$ cat config.mk
export PLATFORM = sky130hd
export DESIGN_NAME = mci_irq_cmd_ctrl
export DESIGN_NICKNAME = d
export VERILOG_FILES = /design/src/rtl/mci_ic_pkg.sv /design/src/rtl/mci_ic_status.sv /design/src/rtl/mci_ic_cmd.sv /design/src/rtl/mci_irq_cmd_ctrl.sv
export SDC_FILE = /design/constraint.sdc
export NUM_CORES = 1
export LEC_CHECK = 0
export ABC_AREA = 1
export BUFFER_PORTS_ARGS = -buffer_cell sky130_fd_sc_hd__buf_2
export CAP_MARGIN = 20
export CORE_MARGIN = 2
export CORE_UTILIZATION = 25
export DETAILED_ROUTE_END_ITERATION = 8
export GPL_ROUTABILITY_DRIVEN = 0
export GPL_TIMING_DRIVEN = 1
export PLACE_DENSITY_LB_ADDON = 0.15
export SETUP_SLACK_MARGIN = 0.4
export SLEW_MARGIN = 40
export SYNTH_ARGS = -nofsm -noshare
export SYNTH_HDL_FRONTEND = slang
export SYNTH_SLANG_ARGS = --single-unit
$ cat constraint.sdc
create_clock -name clk -period 1.3 [get_ports clk]
set_clock_uncertainty 0.1 [all_clocks]
set_input_delay 0 -clock clk [delete_from_list [all_inputs] [get_ports clk]]
set_output_delay 0 -clock clk [all_outputs]
set_load 0.02 [all_outputs]
$ cat src/rtl/mci_ic_pkg.sv
package mci_ic_pkg;
  localparam int NUM_SRC  = 17;
  localparam int ADDR_W   = 8;
  localparam int DATA_W   = 32;

  localparam int SRC_CMD_DONE = 2;
  localparam int SRC_HLOCK    = 12;
  localparam int CTRL_GIE_BIT = 4;

  localparam int CMD_START_BIT    = 31;
  localparam int CMD_CLKONLY_BIT  = 21;
  localparam int CMD_BOOT_ON_BIT  = 24;
  localparam int CMD_BOOT_OFF_BIT = 26;

  localparam logic [ADDR_W-1:0] A_CTRL  = 8'h00;
  localparam logic [ADDR_W-1:0] A_MASK  = 8'h04;
  localparam logic [ADDR_W-1:0] A_CMD   = 8'h08;
  localparam logic [ADDR_W-1:0] A_MSTAT = 8'h0C;
  localparam logic [ADDR_W-1:0] A_RSTAT = 8'h10;
endpackage

$ cat src/rtl/mci_ic_status.sv
module mci_ic_status #(
  parameter int NUM_SRC      = 17,
  parameter int CMD_DONE_BIT = 2,
  parameter int HLOCK_BIT    = 12
) (
  input  logic               clk,
  input  logic               rst_n,
  input  logic               ctrl_we,
  input  logic               gie_wdata,
  input  logic               mask_we,
  input  logic               rstat_we,
  input  logic [NUM_SRC-1:0] wdata,
  input  logic [NUM_SRC-1:0] src_evt,
  input  logic               lock_evt,
  input  logic               done_evt,
  output logic [NUM_SRC-1:0] raw_o,
  output logic [NUM_SRC-1:0] mask_o,
  output logic               gie_o,
  output logic               irq_o
);
  localparam logic [NUM_SRC-1:0] OWNED =
    (NUM_SRC'(1) << CMD_DONE_BIT) | (NUM_SRC'(1) << HLOCK_BIT);

  logic [NUM_SRC-1:0] raw_q, mask_q, ext_evt, set_vec, clr_vec;
  logic               gie_q;

  always_comb begin
    ext_evt = src_evt & ~OWNED;
    set_vec = ext_evt;
    set_vec[HLOCK_BIT]    = lock_evt;
    set_vec[CMD_DONE_BIT] = done_evt;
    clr_vec = rstat_we ? wdata : '0;
  end

  // one sticky cell per source; a new event beats a clear
  for (genvar i = 0; i < NUM_SRC; i++) begin : g_cell
    always_ff @(posedge clk or negedge rst_n) begin
      if (!rst_n)          raw_q[i] <= 1'b0;
      else if (set_vec[i]) raw_q[i] <= 1'b1;
      else if (clr_vec[i]) raw_q[i] <= 1'b0;
    end
  end

  always_ff @(posedge clk or negedge rst_n) begin
    if (!rst_n) begin
      mask_q <= '0;
      gie_q  <= 1'b0;
    end else begin
      if (mask_we) mask_q <= wdata;
      if (ctrl_we) gie_q  <= gie_wdata;
    end
  end

  assign raw_o  = raw_q;
  assign mask_o = mask_q;
  assign gie_o  = gie_q;
  assign irq_o  = gie_q & (|(raw_q & mask_q));

  assert_ext_evt_sets_raw_R2: assert property (@(posedge clk) disable iff (!rst_n)
    (|ext_evt) |=> ((raw_q & $past(ext_evt)) == $past(ext_evt)));

  assert_owned_inputs_ignored_R2: assert property (@(posedge clk) disable iff (!rst_n)
    ((src_evt & OWNED) != '0 && !lock_evt && !done_evt && !rstat_we)
      |=> $stable(raw_q & OWNED));

  assert_w1c_only_written_ones_R3: assert property (@(posedge clk) disable iff (!rst_n)
    (rstat_we && set_vec == '0) |=> (raw_q == ($past(raw_q) & ~$past(wdata))));

  assert_lock_sets_status_R8: assert property (@(posedge clk) disable iff (!rst_n)
    lock_evt |=> raw_q[HLOCK_BIT]);

  assert_no_irq_without_enable_R5: assert property (@(posedge clk) disable iff (!rst_n)
    !gie_q |-> !irq_o);
endmodule

$ cat src/rtl/mci_ic_cmd.sv
module mci_ic_cmd #(
  parameter int DATA_W       = 32,
  parameter int START_BIT    = 31,
  parameter int CLKONLY_BIT  = 21,
  parameter int BOOT_ON_BIT  = 24,
  parameter int BOOT_OFF_BIT = 26
) (
  input  logic              clk,
  input  logic              rst_n,
  input  logic              cmd_we,
  input  logic [DATA_W-1:0] wdata,
  output logic              cmd_valid_o,
  input  logic              cmd_ready_i,
  output logic [DATA_W-1:0] cmd_word_o,
  input  logic              cmd_done_i,
  output logic              lock_evt_o,
  output logic              done_evt_o
);
  logic [DATA_W-1:0] word_q;
  logic              start_q, clk_only_q;
  logic              conflict, accept_wr, handoff;

  assign conflict  = wdata[BOOT_ON_BIT] & wdata[BOOT_OFF_BIT];
  assign accept_wr = cmd_we & ~start_q & ~conflict;
  assign handoff   = start_q & cmd_ready_i;

  always_ff @(posedge clk or negedge rst_n) begin
    if (!rst_n) begin
      word_q     <= '0;
      start_q    <= 1'b0;
      clk_only_q <= 1'b0;
    end else begin
      if (accept_wr) begin
        word_q  <= wdata;
        start_q <= wdata[START_BIT];
      end else if (handoff) begin
        start_q    <= 1'b0;
        clk_only_q <= word_q[CLKONLY_BIT];
      end
    end
  end

  always_comb begin
    cmd_word_o            = word_q;
    cmd_word_o[START_BIT] = start_q;
  end

  assign cmd_valid_o = start_q;
  assign lock_evt_o  = cmd_we & start_q;
  assign done_evt_o  = cmd_done_i & ~clk_only_q;

  assert_hold_under_backpressure_R7: assert property (@(posedge clk) disable iff (!rst_n)
    (cmd_valid_o && !cmd_ready_i) |=> (cmd_valid_o && $stable(cmd_word_o)));

  assert_start_clears_after_handoff_R7: assert property (@(posedge clk) disable iff (!rst_n)
    (cmd_valid_o && cmd_ready_i) |=> !cmd_valid_o);

  assert_pending_write_ignored_R8: assert property (@(posedge clk) disable iff (!rst_n)
    (cmd_we && cmd_valid_o) |=> (cmd_word_o[START_BIT-1:0] == $past(cmd_word_o[START_BIT-1:0])));

  assert_boot_conflict_dropped_R10: assert property (@(posedge clk) disable iff (!rst_n)
    (cmd_we && conflict && !cmd_valid_o) |=> (!cmd_valid_o && $stable(cmd_word_o)));
endmodule

$ cat src/rtl/mci_irq_cmd_ctrl.sv
module mci_irq_cmd_ctrl
  import mci_ic_pkg::*;
(
  input  logic               clk,
  input  logic               rst_n,
  input  logic [ADDR_W-1:0]  bus_addr,
  input  logic [DATA_W-1:0]  bus_wdata,
  input  logic               bus_we,
  output logic [DATA_W-1:0]  bus_rdata,
  input  logic [NUM_SRC-1:0] src_evt,
  output logic               cmd_valid,
  input  logic               cmd_ready,
  output logic [DATA_W-1:0]  cmd_word,
  input  logic               cmd_done,
  output logic               irq
);
  logic               ctrl_we, mask_we, rstat_we, cmd_we;
  logic               lock_evt, done_evt, gie;
  logic [NUM_SRC-1:0] raw, mask;

  assign ctrl_we  = bus_we && bus_addr == A_CTRL;
  assign mask_we  = bus_we && bus_addr == A_MASK;
  assign cmd_we   = bus_we && bus_addr == A_CMD;
  assign rstat_we = bus_we && bus_addr == A_RSTAT;

  mci_ic_status #(
    .NUM_SRC(NUM_SRC), .CMD_DONE_BIT(SRC_CMD_DONE), .HLOCK_BIT(SRC_HLOCK)
  ) u_status (
    .clk(clk), .rst_n(rst_n),
    .ctrl_we(ctrl_we), .gie_wdata(bus_wdata[CTRL_GIE_BIT]),
    .mask_we(mask_we), .rstat_we(rstat_we),
    .wdata(bus_wdata[NUM_SRC-1:0]),
    .src_evt(src_evt), .lock_evt(lock_evt), .done_evt(done_evt),
    .raw_o(raw), .mask_o(mask), .gie_o(gie), .irq_o(irq)
  );

  mci_ic_cmd #(
    .DATA_W(DATA_W), .START_BIT(CMD_START_BIT), .CLKONLY_BIT(CMD_CLKONLY_BIT),
    .BOOT_ON_BIT(CMD_BOOT_ON_BIT), .BOOT_OFF_BIT(CMD_BOOT_OFF_BIT)
  ) u_cmd (
    .clk(clk), .rst_n(rst_n),
    .cmd_we(cmd_we), .wdata(bus_wdata),
    .cmd_valid_o(cmd_valid), .cmd_ready_i(cmd_ready),
    .cmd_word_o(cmd_word), .cmd_done_i(cmd_done),
    .lock_evt_o(lock_evt), .done_evt_o(done_evt)
  );

  always_comb begin
    bus_rdata = '0;
    case (bus_addr)
      A_CTRL:  bus_rdata[CTRL_GIE_BIT] = gie;
      A_MASK:  bus_rdata[NUM_SRC-1:0]  = mask;
      A_CMD:   bus_rdata               = cmd_word;
      A_MSTAT: bus_rdata[NUM_SRC-1:0]  = raw & mask;
      A_RSTAT: bus_rdata[NUM_SRC-1:0]  = raw;
      default: bus_rdata = '0;
    endcase
  end

  assert_masked_irq_needs_source_R5: assert property (@(posedge clk) disable iff (!rst_n)
    irq |-> ((raw & mask) != '0));
endmodule

; Word-level counts from Yosys, hierarchy flattened
; Index checks and enable logic that the tools add are counted.
[op_classes]
addsub = 0
multipliers = 0
div_mod_pow = 0
order_cmp = 0
eq_ne = 4
shift = 0
muxes = 41
n_bitwise = 12
reduce_logical = 25
[op_table]
columns = op, n
row1 = $pmux W12 S4, 1
row2 = $mux W1, 36
row3 = $reduce_bool A2 Y1, 18
row4 = $and A17 B17 Y17, 1
row5 = $mux W17, 1
row6 = $reduce_or A17 Y1, 1
row7 = $eq A8 B4 Y1 const B, 2
row8 = $pmux W4 S4, 1
row9 = $mux W15, 1
row10 = $eq A8 B3 Y1 const B, 1
row11 = $eq A8 B5 Y1 const B, 1
row12 = $logic_not A8 Y1, 1
row13 = $and A1 B1 Y1, 7
row14 = $pmux W1 S5, 1
row15 = $logic_and A1 B1 Y1, 4
row16 = $not A1 Y1, 4
row17 = $reduce_and A2 Y1, 1
[word_totals]
register_bits = 68
latch_bits = 0
ramBits = 0
rom_bits = 0
inputBits = 62
output_inout_bits = 66
wordCells = 104
mem_count = 0

; Depth between registers and ports, before layout
; Gate-level depths: netlist of the first run.
[logic_depth]
depth_word = 6
mapped_depth = 8

; Modules after synthesis
; A second synthesis of the first run with hierarchy kept.
[hier_totals]
hier_cells = 459
hier_area_um2 = 3824.9
[modules_own_cells]
columns = module, instances, cells_each, area_per_inst_um2, seq_area_each_um2
row1 = mci_ic_status, 1, 129, 1488.9, 875.8
row2 = mci_ic_cmd, 1, 154, 1418.9, 825.8
row3 = mci_irq_cmd_ctrl, 1, 176, 917.1, 0.0

; Worst setup path after synthesis of the first run
; No wires, ideal clock.
[synth_timing]
path_type = register to register
from = register u_cmd.start_q, in the netlist u_cmd.cmd_valid_o
to = register u_cmd.word_q[10]
setup_time_ps = 66
arrival_ps = 1228
setup_slack_ps = -94
stages_incl_launch_ff = 5
path_buffers = 1
period_less_slack_ps = 1394
path_cell_list = dfrtp_1 > a21oi_2 > clkbuf_1 > nand3_1 > nand2_1
[synth_between]
elab_chain_len = 3
[synth_lines]
columns = element, line
row1 = from (decl), mci_ic_cmd.sv:20  ; logic start_q, clk_only_q;
row2 = from (signal assigned), mci_ic_cmd.sv:35  ; start_q <= wdata[START_BIT];
row3 = $not A1 Y1, mci_ic_cmd.sv:24  ; assign accept_wr = cmd_we & ~start_q & ~conflict;
row4 = $and A1 B1 Y1 (2 in series), mci_ic_cmd.sv:24
row5 = to (signal assigned), mci_ic_cmd.sv:34  ; word_q <= wdata;
row6 = to (decl), mci_ic_cmd.sv:19  ; logic [DATA_W-1:0] word_q;
; Every way passes these cells.
; A chain may end at the register's enable or synchronous reset.

; Worst setup path after layout of the first run
[layout_timing]
from = register u_status.raw_q[13], in the netlist u_status.raw_o[13]
to = output port irq
[layout_between]
elab_chain_len = 3
[layout_lines]
columns = element, line
row1 = from (decl), mci_ic_status.sv:24  ; logic [NUM_SRC-1:0] raw_q, mask_q, ext_evt, set_vec, clr_vec;
row2 = "from (signal, indexed assignment)", mci_ic_status.sv:38  ; if (!rst_n) raw_q[i] <= 1'b0;
row3 = "from (signal, indexed assignment)", mci_ic_status.sv:39  ; else if (set_vec[i]) raw_q[i] <= 1'b1;
row4 = "from (signal, indexed assignment)", mci_ic_status.sv:40  ; else if (clr_vec[i]) raw_q[i] <= 1'b0;
row5 = $and A17 B17 Y17, mci_ic_status.sv:57  ; assign irq_o = gie_q & (|(raw_q & mask_q));
row6 = $reduce_or A17 Y1, mci_ic_status.sv:57
row7 = $and A1 B1 Y1, mci_ic_status.sv:57
row8 = to (decl), mci_irq_cmd_ctrl.sv:15  ; output logic irq
; Every way passes these cells.

==> impl_metrics.toml, run 1 <==
[outcome]
status = "finished with violations"
failed_checks = "setup timing"

[setup_path]
setup.worst_path.end = "irq"
worst_setup_path_end_kind = "output port"
crit_path_launch = "u_status.raw_o[13]$_DFFE_PN0P_"
worst_setup_path_start_kind = "register"
r2r.worst_path.cells = 6
r2r_start = "u_cmd.cmd_valid_o$_DFFE_PN0P_"
timing.critical_path.fanout_max = 2
rr_endpoint = "u_cmd.word_q[16]$_DFFE_PN0P_"
critical_path.cell_chain = "nand2_1 > nand3_2 > nor2_2 > nand3_2 > nand2_1 > inv_2 > buf_6"
r2r_slack_ns = -0.08
timing.critical_path.slowest_cell_delay_ns = 0.40
timing.critical_path.required_ns = 1.20
crit_arrival_ns = 1.37
crit_path_top_delay_cell = "dfrtp_1"
critical_path_class = "reg2out"

[route]
postRouteWirelength_mm = 15.8
route.detailed.wl_per_inst_um = 15.4
dr.pass1.iters = 4
vias = 4647
post_drt_via_cell_ratio = 4.52
initial_drc_count = 281
drc_errors = 0
drtAntennaViolNets = 0

[pwr]
power.density_nw_per_um2 = 720
power.share.combinational_pct = 17.3
total_power_mw = 5.65
net-switching-power_mw = 1.49
power_switching_share_pct = 26.4
leakage_power_nw = 3.95
vdd_drop_max_uv = 685
seq_power_share_pct = 39.9
p_clk_share_pct = 42.8
internal-power_mw = 4.16

[global_route]
grt_max_degree = 69
initial_antenna_violation_count = 0
first_global_vias = 4467
grt_first_pass_wirelength_mm = 23.2
groute.usage.overall_pct = 18.1
global_route.overflow_total = 0

[layout]
syn2layout_area_growth_pct = 101
most_common_cell_after_layout_fill_and_taps_aside = "nand2_1"
layout-drive-gt1-share_pct = 53.5
n_antenna_cell = 0
num-nets-final = 896
fillers = 1424
post-route-util_pct = 51.6
layout.cells.most_common_list = "nand2_1, buf_6, nand2_2"

[synth]
combinational_family_with_the_most_area_after_synthesis = "simple AND/OR/NAND/NOR gates"
synthesis.area_um2 = 3900
post_synth_inst_count = 562
simple_gate_portion_of_the_synthesized_area_pct = 41.9
yosys_warnings = 0
ys_seq_elements = 68
postSynthNetCount = 624
synth_area_per_cell_um2 = 6.94
ys_types = 23
synth_compound_gate_area_share_pct = 2.82
synthXorXnorAreaFrac_pct = 0
yosys.area.top_type_share_pct = 43.6
synth_fa_ha_area_share_pct = 0
synth_mux_area_share_pct = 0
synth.largest_area_cell = "dfrtp_1"
synth_sequential_area_ratio_pct = 43.6
synth.area.top_cells = "dfrtp_1, nand2_1, nand3_1, inv_1, o21ai_0"

[run]
max_cap_violations = 0

[sta]
post-route-min-period_ns = 1.47
tcrit_tclk_final_pct = 113
timing_worst_slew_pin_value_ns = 0.403
setup-violations-final = 45
grt_setup_unrepaired = "yes"
fmax_mhz = 679
timing.final.ws_setup_ns = -0.174
timing.max_slew.rel_slack_pct = 73.1
hold_viol = 0
final_number_of_max_transition_violations = 0
setup_total_negative_slack_ns = -2.30

[clock_network]
cts_root_buffer = "clkbuf_16"
cts-buffers-inserted = 9
clock_latency_ns = 0.33
htree_levels = 3
worst_setup_hold_path_clk_slew_ns = 0.05
clockBufferDepth = 2
tritoncts = "built"
clkSinkCount = 68

[die]
dieWidth_um = 129
floorplan.initialDensity_pct = 25.7
floorplan_die_area_um2 = 16600
die_h_um = 129
fp-row-count = 45
ios = 128
design.core.area_um2 = 15200

[place]
estimated_wirelength_of_the_detail_placed_design_mm = 9.24
portBuffers = 125

[worst_hold_path]
timing.hold.worst.class = "in2reg"
==> area by class of cell <==
cell class | count | area, µm² | share of cell area [%]
clock buffer | 11 | 233 | 2.97
clock inverter | 5 | 52.6 | 0.670
inverter | 74 | 303 | 3.86
multi-input combinational | 395 | 2430 | 30.9
sequential | 68 | 1710 | 21.8
tap | 188 | 235 | 3.00
timing repair buffer | 286 | 2880 | 36.7
==> logic make-up (layout without fill, tap and decap cells) <==
logic type,after synthesis,after routing
buffers and inverters,100,376
AND/OR/NAND/NOR,373,374
AO/OA/AOI/OAI,21,21
flip-flops,68,68
==> how the worst min path moves through the flow <==
stage	startpoint	end	slack, ns	cells after the start
floorplan	rst_n	u_cmd.clk_only_q$_DFFE_PN0P_	-0.40	0
global placement	rst_n	u_cmd.word_q[7]$_DFFE_PN0P_	-0.03	2
detailed placement	rst_n	u_cmd.word_q[7]$_DFFE_PN0P_	-0.03	2
CTS	bus_we	u_status.raw_o[0]$_DFFE_PN0P_	0.06	5
global route	bus_we	u_status.raw_o[2]$_DFFE_PN0P_	0.10	5
finish	bus_we	u_status.raw_o[1]$_DFFE_PN0P_	0.07	5
==> per-stage QoR <==
stage / instance area, µm² / worst slack (ns) / instances / hold slack (ns)
floorplan: 4070 / 0.0581 / 562 / -0.396
CTS: 6900 / -0.184 / 987 / 0.0615
global route: 7840 / -0.235 / 1027 / 0.100
detailed placement: 5050 / -0.0150 / 881 / -0.0337
global placement: 5050 / 0.0160 / 881 / -0.0342
finish: 7840 / -0.174 / 1027 / 0.0747
==> layer usage <==
| metal | track usage [%] | part of all wire (%) | up-vias |
|---|---|---|---|
| li1 | - | - | 2283 |
| met1 | 23.0 | 44 | 2244 |
| met4 | 4.99 | 0.77 | 0 |
| met3 | 3.91 | 4.7 | 7 |
| met2 | 31.2 | 51 | 113 |
| met5 | 0 | 0 | - |
==> worst max-delay path, delay by kind of cell, from the launching register on <==
kind                   cells  cell delay (ns)
and+or+nand+nor            5             0.48
buffers and inverters      2             0.16
DFF                        1             0.40
==> sequential cells by signal (all words and copies together) (netlist names) <==
name / cells
u_cmd.clk_only_q: 1
u_status.raw_o: 17
u_status.mask_o: 17
u_cmd.cmd_valid_o: 1
u_cmd.word_q: 31
u_status.gie_o: 1
==> synthesized netlist by cell type, drive strengths merged <==
library cell	instances
inv	74
nand2	250
a31oi	1
or2	1
a21oi	2
dfrtp	68
buf	22
nand3b	12
nor2	31
o21ai	18
clkbuf	4
nand3	79
==> timing repair <==
action	CTS	global route
buffers inserted	35	36
gates cloned	5	4
endpoints found under the setup margin	112	131
hold buffers	50	0
hold endpoints to repair	136	0
resized for setup	205	177
pin swaps	52	73
==> power by group through the flow <==
stage                     sequential, mW  combinational, mW  clock [mW]
after detailed placement            2.28              0.565           0
after floorplan                     2.31              0.213           0
final                               2.26              0.975        2.42
after global routing                2.26               1.06        2.57
after CTS                           2.25              0.822        2.47
after global placement              2.27              0.559           0
(Power assumes the default switching activity.)
==> run 2, diff against run 1 <==
==> constraint.sdc (replaced) <==
create_clock -name clk -period 1.9 [get_ports clk]
set_clock_uncertainty 0.1 [all_clocks]
set_input_delay 0 -clock clk [delete_from_list [all_inputs] [get_ports clk]]
set_output_delay 0 -clock clk [all_outputs]
set_load 0.02 [all_outputs]
==> run 2 against run 1 <==
  * The run now ends clean
  * Critical endpoint unchanged
  * Die area is the same
  * Sequential share of layout area up 7.4 points
  * Hold slack better by 0.032 ns
  * Clock power decreased by 36%
  * Wire length decreased by 13%
  * Non-clock buffer count shrank 75
  * Worst setup slack better by 0.58 ns
  * Sequential cell count stayed put
  * Largest cell class is now multi-input combinational cells
==> impl_metrics.toml, run 2 (synthesis gave the netlist of run 1 again) <==
[clock_network]
cts_root_buffer = "clkbuf_16"
htree_levels = 3
cts-buffers-inserted = 9
clkSinkCount = 68
tritoncts = "built"
clockBufferDepth = 2
worst_setup_hold_path_clk_slew_ns = 0.06
clock_latency_ns = 0.33

[sta]
timing.max_slew.rel_slack_pct = 63.0
grt_setup_unrepaired = "yes"
hold_viol = 0
timing_worst_slew_pin_value_ns = 0.555
fmax_mhz = 669
timing.final.ws_setup_ns = 0.406
tcrit_tclk_final_pct = 78.6
setup_total_negative_slack_ns = 0
post-route-min-period_ns = 1.49
setup-violations-final = 0
timing.hold.ws_ns = 0.106
final_number_of_max_transition_violations = 0

[pwr]
vdd_drop_max_uv = 364
power.density_nw_per_um2 = 608
total_power_mw = 3.54
leakage_power_nw = 3.24

[setup_path]
timing.critical_path.fanout_max = 3
r2r.worst_path.cells = 4
setup.worst_path.end = "irq"
crit_path_launch = "u_status.raw_o[6]$_DFFE_PN0P_"
r2r_slack_ns = 0.48
worst_setup_path_end_kind = "output port"
crit_path_top_delay_cell = "dfrtp_1"
critical_path.cell_chain = "nand2_1 > nand3_2 > nor2_2 > nand3_2 > nand2_1 > inv_1 > buf_6"
critical_path_class = "reg2out"
crit_arrival_ns = 1.39
worst_setup_path_start_kind = "register"
r2r_start = "u_status.raw_o[15]$_DFFE_PN0P_"
timing.critical_path.required_ns = 1.80
rr_endpoint = "u_status.raw_o[15]$_DFFE_PN0P_"
timing.critical_path.slowest_cell_delay_ns = 0.39

[place]
dp_worst_setup_slack_ns = 0.343
portBuffers = 125
estimated_wirelength_of_the_detail_placed_design_mm = 8.44

[run]
max_cap_violations = 0

[route]
dr.pass1.iters = 4
drc_errors = 0
postRouteWirelength_mm = 13.7
route.detailed.wl_per_inst_um = 14.4
post_drt_via_cell_ratio = 4.40
vias = 4188
drtAntennaViolNets = 0
initial_drc_count = 205

[layout]
post-route-util_pct = 38.3
most_common_cell_after_layout_fill_and_taps_aside = "nand2_1"
layout.cells.most_common_list = "nand2_1, buf_2, nand3_1"
syn2layout_area_growth_pct = 49.1
largest_reg_flops = 31
regMostFlops = "u_cmd.word_q"
num-nets-final = 821
fillers = 1667
layout-drive-gt1-share_pct = 25.4
n_antenna_cell = 0

[global_route]
grt_busiest_layer = "met2"
global_route.overflow_total = 0
first_global_vias = 4056
globalRouteMet2Util_pct = 27.5
grt_max_degree = 69
routing_usage_on_met3_pct = 3.24
grt_first_pass_wirelength_mm = 21.1
initial_antenna_violation_count = 0
groute.usage.overall_pct = 16.7
global_route.usage.met1_pct = 22.1

[die]
fp-row-count = 45
dieWidth_um = 129
ios = 128
floorplan_die_area_um2 = 16600
design.core.area_um2 = 15200
floorplan.initialDensity_pct = 25.7
die_h_um = 129

[worst_hold_path]
timing.hold.worst.class = "in2async"

[outcome]
status = "completed"
run 2: how the worst min path moves through the flow:
stage                            from                            to  slack (ns)  cells past startpoint
after floorplan                 rst_n  u_cmd.clk_only_q$_DFFE_PN0P_       -0.40                      0
after global placement          rst_n  u_cmd.word_q[11]$_DFFE_PN0P_       -0.03                      2
after global routing      bus_addr[0]    u_status.gie_o$_DFFE_PN0P_        0.16                      6
final                           rst_n   u_cmd.word_q[8]$_DFFE_PN0P_        0.11                      3
after detailed placement        rst_n  u_cmd.word_q[18]$_DFFE_PN0P_       -0.03                      2
after CTS                 bus_addr[0]    u_status.gie_o$_DFFE_PN0P_        0.10                      6
run 2: report_power, final:
part	switching [mW]	internal (mW)
Sequential	0.0355	1.50
Clock	0.631	0.915
Combinational	0.259	0.202
run 2: worst max-delay path, delay by kind of cell (launching register included):
family        cells  cell delay, ns
buf+inv           2            0.16
flops             1            0.39
simple gates      5            0.50
run 2: repair_timing:
| action | in CTS | in global routing |
|---|---|---|
| buffers inserted | 0 | 7 |
| endpoints found under the hold margin | 136 | 0 |
| pin swaps | 2 | 8 |
| cloned | 1 | 1 |
| gates resized for setup | 4 | 20 |
| setup endpoints to repair | 32 | 17 |
| hold buffers | 66 | 0 |
run 2: routing by layer:
metal / wire, µm / part of all wire [%]
met5: 0 / 0
met4: 182 / 1.3
met3: 930 / 6.8
met2: 6290 / 46
met1: 6320 / 46
run 2: layout make-up:
class / instances / area [µm²] / share of cell area (%)
Clock inverter: 4 / 25.0 / 0.430
Sequential cell: 68 / 1700 / 29.3
Clock buffer: 12 / 246 / 4.24
Inverter: 74 / 278 / 4.78
Timing Repair Buffer: 211 / 1500 / 25.8
Tap cell: 188 / 235 / 4.04
Multi-Input combinational cell: 395 / 1830 / 31.4
run 2: per-stage QoR:
step,instance area (µm²),instances
6_report,5820,952
5_1_grt,5820,952
4_1_cts,5670,944
3_5_place_dp,4710,861
3_3_place_gp,4710,861
2_1_floorplan,3900,562
==> run 3, diff against run 2 <==
--- a/config.mk
+++ b/config.mk
@@ -5,7 +5,7 @@
 export SDC_FILE = /design/constraint.sdc
 export NUM_CORES = 1
 export LEC_CHECK = 0
-export ABC_AREA = 1
+export ABC_AREA = 0
 export BUFFER_PORTS_ARGS = -buffer_cell sky130_fd_sc_hd__buf_2
 export CAP_MARGIN = 20
 export CORE_MARGIN = 2
==> constraint.sdc (replaced) <==
create_clock -name clk -period 1.5 [get_ports clk]
set_clock_uncertainty 0.1 [all_clocks]
set_input_delay 0 -clock clk [delete_from_list [all_inputs] [get_ports clk]]
set_output_delay 0 -clock clk [all_outputs]
set_load 0.02 [all_outputs]
==> run 3 against run 2 <==
  * The run now ends with setup timing left
  * Worst setup slack worse by 0.81 ns
  * Sequential share of layout area is 2.5 points lower
  * Count of clock-buffer cells in the layout is 2 lower
  * Area after synthesis is 14% lower
  * Final area is 9.2% higher
  * Sequential cell count stayed put
  * Largest power group unchanged
  * Highest routed layer unchanged
==> impl_metrics.toml, run 3 <==
[die]
design.core.area_um2 = 13100
floorplan.initialDensity_pct = 25.4
fp-row-count = 42
die_h_um = 120
floorplan_die_area_um2 = 14300
ios = 128
dieWidth_um = 120

[sta]
hold_viol = 0
timing.hold.ws_ns = 0.0491
timing.final.ws_setup_ns = -0.403
final_number_of_max_transition_violations = 0
setup_total_negative_slack_ns = -13.07
tcrit_tclk_final_pct = 127
setup-violations-final = 88
grt_setup_unrepaired = "yes"
timing.max_slew.rel_slack_pct = 70.9
timing_worst_slew_pin_value_ns = 0.432
post-route-min-period_ns = 1.90
fmax_mhz = 526

[layout]
layout.cells.most_common_list = "buf_2, dfrtp_1, buf_6"
layout.cell_area.non_filler_um2 = 6350
count_of_placed_standard_cells_in_the_final_layout_fillers_left_out = 708
num-nets-final = 589
n_antenna_cell = 0
regMostFlops = "u_cmd.word_q"
largest_reg_flops = 31
most_common_cell_after_layout_fill_and_taps_aside = "buf_2"
syn2layout_area_growth_pct = 90.1
layout-drive-gt1-share_pct = 60.0
post-route-util_pct = 48.3

[clock_network]
cts-buffers-inserted = 9
tritoncts = "built"
clock_latency_ns = 0.33
htree_levels = 3
cts_root_buffer = "clkbuf_16"
worst_setup_hold_path_clk_slew_ns = 0.06
clkSinkCount = 68
clockBufferDepth = 2

[setup_path]
r2r_start = "u_cmd.cmd_valid_o$_DFFE_PN0P_"
r2r_slack_ns = -0.01
timing.critical_path.required_ns = 1.40
crit_arrival_ns = 1.80
worst_setup_path_end_kind = "output port"
timing.critical_path.fanout_max = 2
setup.worst_path.end = "irq"
r2r.worst_path.cells = 6
critical_path_class = "reg2out"
worst_setup_path_start_kind = "register"
crit_path_launch = "u_status.raw_o[0]$_DFFE_PN0P_"
rr_endpoint = "u_cmd.word_q[1]$_DFFE_PN0P_"

[route]
drtAntennaViolNets = 0
post_drt_via_cell_ratio = 4.63
drc_errors = 0
vias = 3278
initial_drc_count = 112
route.detailed.wl_per_inst_um = 17.3
postRouteWirelength_mm = 12.2
dr.pass1.iters = 4

[run]
max_cap_violations = 0

[synth]
most_repeated_cell_in_the_gate_level_netlist_after_synthesis = "dfrtp_1"
ys_types = 37
synth_sequential_area_ratio_pct = 51.0
synth_edf_count = 0
post_synth_inst_count = 293
synth_top_cells_by_count = "dfrtp_1, mux2_2, nand2_1, a22oi_1"
ys_seq_elements = 68
ys_dominant_reg_cell = "dfrtp_1"
synth_async_sr_flop_share_pct = 100
synth_area_per_cell_um2 = 11.4
synthesis.area_um2 = 3340
yosys.area.top_type_share_pct = 51.0
postSynthNetCount = 355
synth.area.top_cells = "dfrtp_1, mux2_2, a22oi_1, mux2_4, nand2_1"
synth.largest_area_cell = "dfrtp_1"
yosys_warnings = 0

[pwr]
vdd_drop_max_uv = 487
leakage_power_nw = 2.90
power.density_nw_per_um2 = 763
total_power_mw = 4.85

[outcome]
status = "finished with violations"
failed_checks = "setup timing"

[global_route]
global_route.overflow_total = 0
grt_first_pass_wirelength_mm = 19.7
initial_antenna_violation_count = 0
groute.usage.overall_pct = 18.1
first_global_vias = 3553
grt_max_degree = 32

[place]
estimated_wirelength_of_the_detail_placed_design_mm = 8.00
portBuffers = 125
placedInstanceArea_um2 = 4630
numPlacedInstances = 616
dp_worst_setup_slack_ns = -0.524

[worst_hold_path]
timing.hold.worst.class = "in2async"
run 3: changes by cell type after synthesis, moves of 14 or more:
cell	change
nand2_1	-216
nand3_1	-77
inv_1	-62
mux2_2	+40
a22oi_1	+20
and2_1	+16
nor2_1	-16
o22ai_1	+16
a21o_1	+15
o21ai_0	-14
run 3: how the worst min path moves through the flow:
stage | endpoint | slack, ns | cells after the start
after detailed placement | u_cmd.word_q[5]$_DFFE_PN0P_ | -0.14 | 1
after floorplan | u_cmd.clk_only_q$_DFFE_PN0P_ | -0.40 | 0
after global routing | u_cmd.word_q[5]$_DFFE_PN0P_ | 0.09 | 2
final | u_cmd.word_q[5]$_DFFE_PN0P_ | 0.05 | 2
after global placement | u_cmd.word_q[5]$_DFFE_PN0P_ | -0.13 | 1
after CTS | u_cmd.word_q[5]$_DFFE_PN0P_ | 0.05 | 2
run 3: area by class of cell:
cell class                 instances  area (µm²)
fill                            1198        6790
timing repair buffer             240        2120
multi-input combinational        202        1960
sequential                        68        1700
clock buffer                      10         229
tap                              176         220
clock inverter                     6        88.8
inverter                           6        22.5
run 3: kinds of logic after synthesis:
| group | count (synthesis) | synth area share [%] |
|---|---|---|
| AO/OA/AOI/OAI | 77 | 15.8 |
| AND/OR/NAND/NOR | 74 | 11.5 |
| flip-flops | 68 | 51.0 |
| multiplexers | 51 | 18.3 |
| buffers and inverters | 23 | 3.45 |
run 3: repair_timing:
item,4_1_cts,5_1_grt
hold endpoints to repair,136,0
hold buffers,51,0
pin swaps,22,39
resized for setup,153,28
gates cloned,7,0
endpoints found under the setup margin,103,103
setup buffers,17,1
run 3: routing by layer:
metal  part of all wire [%]  vias up  wire [µm]  GRT usage, %
met1                     45     1605       5480          23.8
met5                      0        -          0             0
met4                    1.1        0        134          4.71
met2                     48      117       5860          29.4
li1                       -     1546          -             -
met3                    6.1       10        747          4.94
run 3: worst max-delay path: stages (launching register included):
cell	delay [ns]
dfrtp_1	0.40
a222oi_1	0.38
buf_4	0.18
nand3_2	0.07
o31a_1	0.29
buf_6	0.14
run 3: report_power, final:
group | leakage, nW | switching, mW | internal [mW]
clock | 0.149 | 0.807 | 1.45
sequential | 0.859 | 0.0474 | 1.89
combinational | 1.89 | 0.311 | 0.336
total | 2.90 | 1.17 | 3.68
